### src/rtl/sprite_pkg.sv
package sprite_pkg;
  localparam int REG_W   = 14;
  localparam int MEM_AW  = 12;
  localparam int BYTE_W  = 8;
  localparam int ROWS    = 16;
  localparam int ROW_W   = 2 * BYTE_W;
  localparam int ROW_CW  = $clog2(ROWS);
  localparam int HGT_W   = 8;
  localparam int X_MAX   = 167;
  localparam int Y2_MAX  = 208;

  typedef enum logic [1:0] {ST_IDLE, ST_FETCH, ST_FIN} fsm_e;

  typedef struct packed {
    logic [MEM_AW-1:0] card;
    logic              res16;
    logic              vflip;
    logic              hflip;
    logic              dbl;
    logic [HGT_W-1:0]  height;
    logic              skip;
    logic [3:0]        color;
    logic              prio;
    logic              vis;
  } spr_dec_t;
endpackage

### src/rtl/sprite_decode.sv
module sprite_decode
  import sprite_pkg::*;
(
  input  logic [REG_W-1:0] xreg_i,
  input  logic [REG_W-1:0] yreg_i,
  input  logic [REG_W-1:0] attr_i,
  input  logic             fgbg_i,
  output spr_dec_t         dec_o
);
  logic [MEM_AW-1:0] card;
  logic [3:0]        hsel;
  logic [7:0]        xpos;
  logic [7:0]        ypos2;
  logic              unused_bits;

  assign unused_bits = ^{xreg_i[13:11], yreg_i[13:12]};
  assign xpos  = xreg_i[7:0];
  assign ypos2 = {yreg_i[6:0], 1'b0};
  assign hsel  = {1'b0, yreg_i[9:7]} + 4'd1;

  always_comb begin
    card = attr_i[MEM_AW-1:0] & 12'hFF8;
    if (fgbg_i || card[11]) card = card & 12'h9F8;
    if (yreg_i[7])          card = card & 12'hFF0;
  end

  always_comb begin
    dec_o        = '0;
    dec_o.card   = card;
    dec_o.res16  = yreg_i[7];
    dec_o.vflip  = yreg_i[11];
    dec_o.hflip  = yreg_i[10];
    dec_o.dbl    = xreg_i[10];
    dec_o.height = HGT_W'(8) << hsel[3:1];
    dec_o.skip   = (xpos == 8'd0) || (xpos >= 8'(X_MAX)) ||
                   (xreg_i[9:8] == 2'b00) || (ypos2 >= 8'(Y2_MAX));
    dec_o.color  = {attr_i[12], attr_i[2:0]};
    dec_o.prio   = attr_i[13];
    dec_o.vis    = xreg_i[9];
  end
endmodule

### src/rtl/sprite_row_fmt.sv
module sprite_row_fmt
  import sprite_pkg::*;
(
  input  logic [BYTE_W-1:0] byte_i,
  input  logic              hflip_i,
  input  logic              dbl_i,
  output logic [ROW_W-1:0]  row_o
);
  logic [BYTE_W-1:0] src;
  logic [ROW_W-1:0]  wide;

  for (genvar i = 0; i < BYTE_W; i++) begin : g_bit
    assign src[i]          = hflip_i ? byte_i[BYTE_W-1-i] : byte_i[i];
    assign wide[2*i]       = src[i];
    assign wide[2*i+1]     = src[i];
  end

  assign row_o = dbl_i ? wide : {src, {BYTE_W{1'b0}}};
endmodule

### src/rtl/sprite_row_gen.sv
module sprite_row_gen
  import sprite_pkg::*;
(
  input  logic                  clk_i,
  input  logic                  rst_ni,
  input  logic                  start_i,
  input  logic                  fgbg_i,
  input  logic [REG_W-1:0]      xreg_i,
  input  logic [REG_W-1:0]      yreg_i,
  input  logic [REG_W-1:0]      attr_i,
  output logic                  mem_rd_o,
  output logic [MEM_AW-1:0]     mem_addr_o,
  input  logic [BYTE_W-1:0]     mem_data_i,
  output logic                  done_o,
  output logic [ROWS*ROW_W-1:0] bitmap_o,
  output logic [3:0]            color_o,
  output logic                  prio_o,
  output logic                  vis_o,
  output logic [HGT_W-1:0]      height_o,
  output logic                  skip_o
);
  fsm_e                         state_q;
  logic [REG_W-1:0]             x_q, y_q, a_q;
  logic                         fgbg_q;
  logic [ROW_CW-1:0]            row_q;
  logic [ROWS-1:0][ROW_W-1:0]   bmp_q;
  spr_dec_t                     dec;
  logic [ROW_W-1:0]             row_bits;
  logic [ROW_CW-1:0]            last_row;
  logic [ROW_CW-1:0]            flip_mask;
  logic                         accept;

  sprite_decode u_dec (
    .xreg_i (x_q),
    .yreg_i (y_q),
    .attr_i (a_q),
    .fgbg_i (fgbg_q),
    .dec_o  (dec)
  );

  sprite_row_fmt u_fmt (
    .byte_i  (mem_data_i),
    .hflip_i (dec.hflip),
    .dbl_i   (dec.dbl),
    .row_o   (row_bits)
  );

  assign accept     = (state_q == ST_IDLE) && start_i;
  assign last_row   = dec.res16 ? ROW_CW'(ROWS - 1) : ROW_CW'(ROWS/2 - 1);
  assign flip_mask  = dec.vflip ? last_row : '0;
  assign mem_rd_o   = (state_q == ST_FETCH) && !dec.skip;
  assign mem_addr_o = dec.card + MEM_AW'(row_q);
  assign done_o     = (state_q == ST_FIN);
  assign bitmap_o   = bmp_q;
  assign color_o    = dec.color;
  assign prio_o     = dec.prio;
  assign vis_o      = dec.vis;
  assign height_o   = dec.height;
  assign skip_o     = dec.skip;

  always_ff @(posedge clk_i or negedge rst_ni) begin
    if (!rst_ni) begin
      state_q <= ST_IDLE;
      x_q     <= '0;
      y_q     <= '0;
      a_q     <= '0;
      fgbg_q  <= 1'b0;
      row_q   <= '0;
      bmp_q   <= '0;
    end else begin
      unique case (state_q)
        ST_IDLE: if (accept) begin
          x_q     <= xreg_i;
          y_q     <= yreg_i;
          a_q     <= attr_i;
          fgbg_q  <= fgbg_i;
          row_q   <= '0;
          bmp_q   <= '0;
          state_q <= ST_FETCH;
        end
        ST_FETCH: begin
          if (dec.skip) begin
            state_q <= ST_FIN;
          end else begin
            bmp_q[row_q ^ flip_mask] <= row_bits;
            if (row_q == last_row) begin
              row_q   <= '0;
              state_q <= ST_FIN;
            end else begin
              row_q <= row_q + 1'b1;
            end
          end
        end
        default: state_q <= ST_IDLE;
      endcase
    end
  end

  a_r9_done_one_cycle: assert property (@(posedge clk_i) disable iff (!rst_ni)
    done_o |=> !done_o);

  a_r9_done_follows_fetch: assert property (@(posedge clk_i) disable iff (!rst_ni)
    (done_o && !skip_o) |-> $past(mem_rd_o));

  a_r9_skip_no_read: assert property (@(posedge clk_i) disable iff (!rst_ni)
    (done_o && skip_o) |-> !$past(mem_rd_o));

  a_r10_hold_when_idle: assert property (@(posedge clk_i) disable iff (!rst_ni)
    (state_q == ST_IDLE && !start_i) |=> ($stable(bitmap_o) && $stable(color_o) &&
                                          $stable(skip_o) && $stable(height_o)));

  a_r6_upper_rows_zero: assert property (@(posedge clk_i) disable iff (!rst_ni)
    (done_o && !y_q[7]) |-> (bitmap_o[ROWS*ROW_W-1:ROWS*ROW_W/2] == '0));

  a_r5_mode_mask: assert property (@(posedge clk_i) disable iff (!rst_ni)
    (mem_rd_o && fgbg_q) |-> (mem_addr_o[10:9] == 2'b00));
endmodule

### config.mk
export PLATFORM = sky130hd
export DESIGN_NAME = sprite_row_gen
export DESIGN_NICKNAME = d
export VERILOG_FILES = /design/src/rtl/sprite_pkg.sv /design/src/rtl/sprite_decode.sv /design/src/rtl/sprite_row_fmt.sv /design/src/rtl/sprite_row_gen.sv
export SDC_FILE = /design/constraint.sdc
export NUM_CORES = 1
export LEC_CHECK = 0
export ABC_AREA = 1
export CAP_MARGIN = 20
export CORE_ASPECT_RATIO = 1.1
export CORE_MARGIN = 8
export CORE_UTILIZATION = 44
export CTS_BUF_LIST = sky130_fd_sc_hd__clkbuf_8
export DETAILED_ROUTE_END_ITERATION = 7
export HOLD_SLACK_MARGIN = 0.05
export PLACE_DENSITY = 0.9
export SETUP_SLACK_MARGIN = 0.4
export SYNTH_ARGS = -nofsm -noshare
export SYNTH_HDL_FRONTEND = slang
export SYNTH_SLANG_ARGS = --single-unit
### constraint.sdc
create_clock -name clk_i -period 1.6 [get_ports clk_i]
set_input_delay 0.24 -clock clk_i [delete_from_list [all_inputs] [get_ports clk_i]]
set_output_delay 0.24 -clock clk_i [all_outputs]
set_load 0.02 [all_outputs]
# Yosys cells after proc, flatten, opt, wreduce, memory -nomap -nowiden
# Index checks and enable logic that the tools add are counted.
dict set report totals {
  ff_bits 300
  in_bits 54
  output_inout_bits 285
}
dict set report classes {
  n_lt_le_gt_ge 4
  add_sub_neg 3
  n_bitwise 1
  eq_ne 6
  n_reduce_logical 15
  muxes 27
  shift 1
}
# operator count
set ops {}
lappend ops {{256-bit 2-to-1 mux} 2}
lappend ops {{256-bit case mux with 2 select lines} 1}
lappend ops {{256-bit bitwise mux} 1}
lappend ops {{16-bit demux with 4-bit select} 1}
lappend ops {{4-bit 2-to-1 mux} 6}
lappend ops {{8-bit greater-or-equal comparator (second input constant)} 2}
lappend ops {{16-bit 2-to-1 mux} 1}
lappend ops {{15-bit 2-to-1 mux} 1}
lappend ops {{12-bit by 4-bit adder with 12-bit output} 1}
lappend ops {{11-bit 2-to-1 mux} 1}
lappend ops {{8-bit logical NOT} 1}
lappend ops {{1-bit 2-to-1 mux} 8}
lappend ops {{4-bit case mux with 2 select lines} 1}
lappend ops {{4-bit by 3-bit << shifter with 8-bit output (first input constant)} 1}
lappend ops {{2-bit 2-to-1 mux} 3}
lappend ops {{4-bit by 5-bit less-than comparator with 1-bit output (second input constant)} 1}
lappend ops {{3-bit by 1-bit adder with 4-bit output (second input constant)} 1}
lappend ops {{4-bit by 1-bit adder with 4-bit output (second input constant)} 1}
lappend ops {{4-bit equality test} 1}
lappend ops {{4-bit by 1-bit greater-or-equal comparator with 1-bit output (second input constant)} 1}
lappend ops {{2-bit logical NOT} 2}
lappend ops {{1-bit logical OR} 4}
lappend ops {{2-bit inequality test (second input constant)} 2}
lappend ops {{2-bit case mux with 2 select lines} 1}
lappend ops {{9 further kinds} 12}

# Logic depth before layout (Yosys ltp)
dict set report depth {
  word_depth 10
  mapped_depth 12
}

# Hierarchy
# Synthesis repeated with hierarchy kept, for this count alone.
dict set report hier_totals {
  hier_cells 1504
  hier_area_um2 13384.1
}
# module seq_area_each_um2 cells_per_inst area_each_um2 instances
set by_module_without_submodules {}
lappend by_module_without_submodules {sprite_row_gen 7632.3 1382 12739.7 1}
lappend by_module_without_submodules {sprite_decode 0.0 63 364.1 1}
lappend by_module_without_submodules {sprite_row_fmt 0.0 59 280.3 1}

# Worst setup path before layout
# OpenSTA, ideal clock, no wires.
dict set report synth_path {
  path_type {reg2out}
  start {register y_q[7]}
  end {output port mem_addr_o[9]}
  required_ps 1360
  t_arrival_ps 1620
  stages_incl_launch_ff 7
  n_path_buf 0
  setup_slack_ps -260
  cell_sequence {dfrtp_1 -> nor2_1 -> ha_1 -> ha_1 -> nand3_1 -> nor3b_1 -> xor2_1}
}
dict set report synth_via {
  elab_chain_len 2
}
# element line
set synth_rtl {}
lappend synth_rtl {{start, declared} sprite_row_gen.sv:23} ;# logic [REG_W-1:0] x_q, y_q, a_q;
lappend synth_rtl {{start signal, assigned} sprite_row_gen.sv:74} ;# y_q <= yreg_i;
lappend synth_rtl {{4-bit 2-to-1 mux} sprite_decode.sv:24} ;# if (yreg_i[7]) card = card & 12'hFF0;
lappend synth_rtl {{12-bit by 4-bit adder with 12-bit output} sprite_row_gen.sv:52} ;# assign mem_addr_o = dec.card + MEM_AW'(row_q);
lappend synth_rtl {{end, declared} sprite_row_gen.sv:12} ;# output logic [MEM_AW-1:0] mem_addr_o,
# No other way between the ends.

# Worst setup path after layout
dict set report layout_path {
  start {register y_q[7]}
  end {output port mem_addr_o[10]}
}
# Same word-level chain as after synthesis.

==> out/metrics.yaml <==
outcome:
  status: "finished, violations left"
  violations: "setup timing"
pwr:
  p_leak_nw: 10.1
  ir_worst_vdd_mv: 1.81
  power_density_nw_per_um2: 1840
synth:
  synth_xor_xnor_area_share_pct: 0.735
  syn_inst: 1217
  synth_compound_area_share_pct: 2.36
  synthAdderAreaFrac_pct: 0.467
  syn_area_um2: 10700
  syn_avg_cell_area_um2: 8.81
  ys_seq_area_share_pct: 54.4
  synth-simple-area-share_pct: 27.8
  yosys_warnings: 0
  synthMuxAreaShare_pct: 2.84
  ys_ff_latch: 233
  synth_top_family_by_area: "simple AND/OR/NAND/NOR gates"
  ys_types: 30
timing:
  period_minus_slack_ns: 2.36
  fin_crit_sh_pct: 148
  finalSetupViolCount: 219
  worstMarginPinSlew_ns: 0.623
  setup_ws_ns: -0.761
  skew_ns: 0.0172
  hold_viol: 0
  slew_violations: 0
  rsz0062_at_grt: "yes"
  fmax_mhz: 424
  relSlewSlack_pct: 58.5
clocking:
  htree_levels: 2
  numCtsBuffers: 36
  cts.clk_slew.worst_paths_ns: 0.07
  cts_root_buf: "clkbuf_8"
  worstSkewPairLatency_ns: 0.54
  cts_tree: "yes"
  cts_buffer_depth: 3
  clock-sinks: 233
drt:
  ant_nets: 0
  first_pass_iters: 8
  routed_wl_um: 51900
  viasPerCell: 5.65
  drcViolationCount: 0
  drtIter0Drc: 1144
  wl_per_cell_um: 24.5
  via_count: 12000
grt:
  grt_pass1_wl_um: 63000
  grt_pass1_vias: 11200
  grt_overflow: 0
  grt_usage_pct: 27.2
  grt_max_degree: 65
  antenna_found_initial: 0
floorplan:
  ios: 339
  fp.dieW_um: 165
  num_rows: 60
  dieArea_um2: 29600
  die_y_um: 180
  start_util_pct: 44.4
  design.core.area_um2: 24200
worst_hold_path:
  hp-class: "in -> async"
cells_and_area:
  layout_commonest_cell: "buf_6"
  layout_common_cells: "buf_6, nand2_1, buf_4"
  n_antenna_cell: 0
  finalNetCount: 1844
  final_area_um2: 19800
  drive_above_1_share_pct: 60.8
  area_growth_pct: 84.5
critical_path:
  worstPathArrival_ns: 2.12
  reg2regPathDepth: 18
  reg2reg_slack_ns: -0.68
  startpoint_type: "flop"
  r2r_end: "a_q[3]$_DFFE_PN0P_"
  crit_type: "reg -> out"
  r2r-start: "a_q[3]$_DFFE_PN0P_"
  crit_fanout: 2
  cp-end-kind: "output port"
  required_ns: 1.36
placement:
  gp_congestion: 0.817
  port_buffers: 327
  dp_hpwl_um: 27500
  placed_area_um2: 15500
  preCtsSetupSlack_ns: -0.662
flow_run:
  max_cap_violations: 0
[critical path: stages, from the launching register on]
cell and delay [ns]:
dfrtp_1 0.40, nor2_2 0.19, ha_4 0.19, buf_4 0.12
nand3_4 0.10, nor2_4 0.15, nand3_4 0.10, nand3_2 0.11
o21ai_4 0.06, buf_4 0.15
[final cells by class]
class	instances	area, um2
fillers	1151	4390
clock buffers	45	619
repair buffers	671	7130
clock inverters	17	76.3
multi-input cells	812	5580
flip-flops and latches	233	5860
well taps	310	388
inverters	32	140
[worst max path at each step]
stage | from | end | slack (ns) | cells after the start
6_report | y_q[7]$_DFFE_PN0P_ | mem_addr_o[10] | -0.76 | 9
5_1_grt | y_q[7]$_DFFE_PN0P_ | mem_addr_o[7] | -0.83 | 8
4_1_cts | y_q[7]$_DFFE_PN0P_ | mem_addr_o[11] | -0.70 | 7
3_5_place_dp | a_q[3]$_DFFE_PN0P_ | mem_addr_o[11] | -0.66 | 8
3_3_place_gp | a_q[3]$_DFFE_PN0P_ | mem_addr_o[11] | -0.58 | 8
2_1_floorplan | y_q[7]$_DFFE_PN0P_ | mem_addr_o[9] | -0.09 | 6
[routing by layer]
layer / track usage (%) / routed length (um)
met5: 0 / 0
met3: 6.19 / 4830
met2: 46.3 / 26100
met1: 32.2 / 17600
met4: 11.7 / 3340
[logic make-up (layout without fill, tap and decap cells)]
| logic type | Yosys count | after routing |
|---|---|---|
| and+or+nand+nor | 713 | 726 |
| buffers and inverters | 187 | 765 |
| other | 1 | 3 |
| adders and majority gates | 4 | 4 |
| DFF | 233 | 233 |
| AOI/OAI and AO/OA | 43 | 43 |
| muxes | 27 | 27 |
| xor gates and xnor gates | 9 | 9 |
[power breakdown]
part / leakage, nW / internal (mW) / switching [mW]
clock network: 0.398 / 2.53 / 2.52
registers: 3.13 / 6.96 / 1.13
logic: 6.57 / 10.4 / 12.9
total: 10.1 / 19.9 / 16.6
[Yosys cell counts]
master	n	share of area [%]
nor3b_1	2	0.14
nand3b_1	1	0.070
or2_1	1	0.058
a21oi_1	9	0.42
nor3_1	6	0.28
buf_6	10	1.1
xor2_1	4	0.33
o22ai_2	1	0.12
ha_1	4	0.47
xnor2_1	5	0.41
buf_2	37	1.7
nand3_1	203	9.5
buf_4	106	7.4
nor2_1	41	1.4
inv_1	30	1.1
a21oi_2	4	0.33
o21ai_0	19	0.89
nor2_2	6	0.35
mux2_2	27	2.8
nand2_2	1	0.058
a21oi_4	1	0.15
nand2_1	450	16
o21ai_1	8	0.37
nand3_2	1	0.093
clkbuf_1	2	0.070
dfrtp_1	233	54
a31o_2	1	0.082
conb_1	1	0.035
nor2_4	1	0.10
inv_2	2	0.070
[per-stage QoR]
| stage | instances | setup TNS [ns] | hold slack (ns) | power [mW] | utilization [%] |
|---|---|---|---|---|---|
| floorplan | 1219 | -0.181 | -0.0556 | 17.5 | - |
| global placement | 1826 | -53.03 | 0.219 | 22.8 | 64.1 |
| detailed placement | 1826 | -64.54 | 0.227 | 23.2 | 64.1 |
| CTS | 1950 | -84.85 | 0.274 | 32.0 | 72.2 |
| global route | 2120 | -90.15 | 0.306 | 37.6 | 81.9 |
| finish | 2120 | -74.86 | 0.255 | 36.5 | 81.9 |
[flip-flops by register name, summed over array words and instances, names as in the netlist]
signal,count
a_q,14
fgbg_q,1
x_q,11
state_q,2
bitmap_o,192
y_q,9
row_q,4
[repair_timing]
action	in CTS	in global routing
hold buffers	1	0
cloned	14	14
pin swaps	58	61
resized for setup	336	1467
endpoints found under the setup margin	515	515
endpoints found under the hold margin	51	0
setup buffers	47	156
Power figures use the tool's default switching activity.
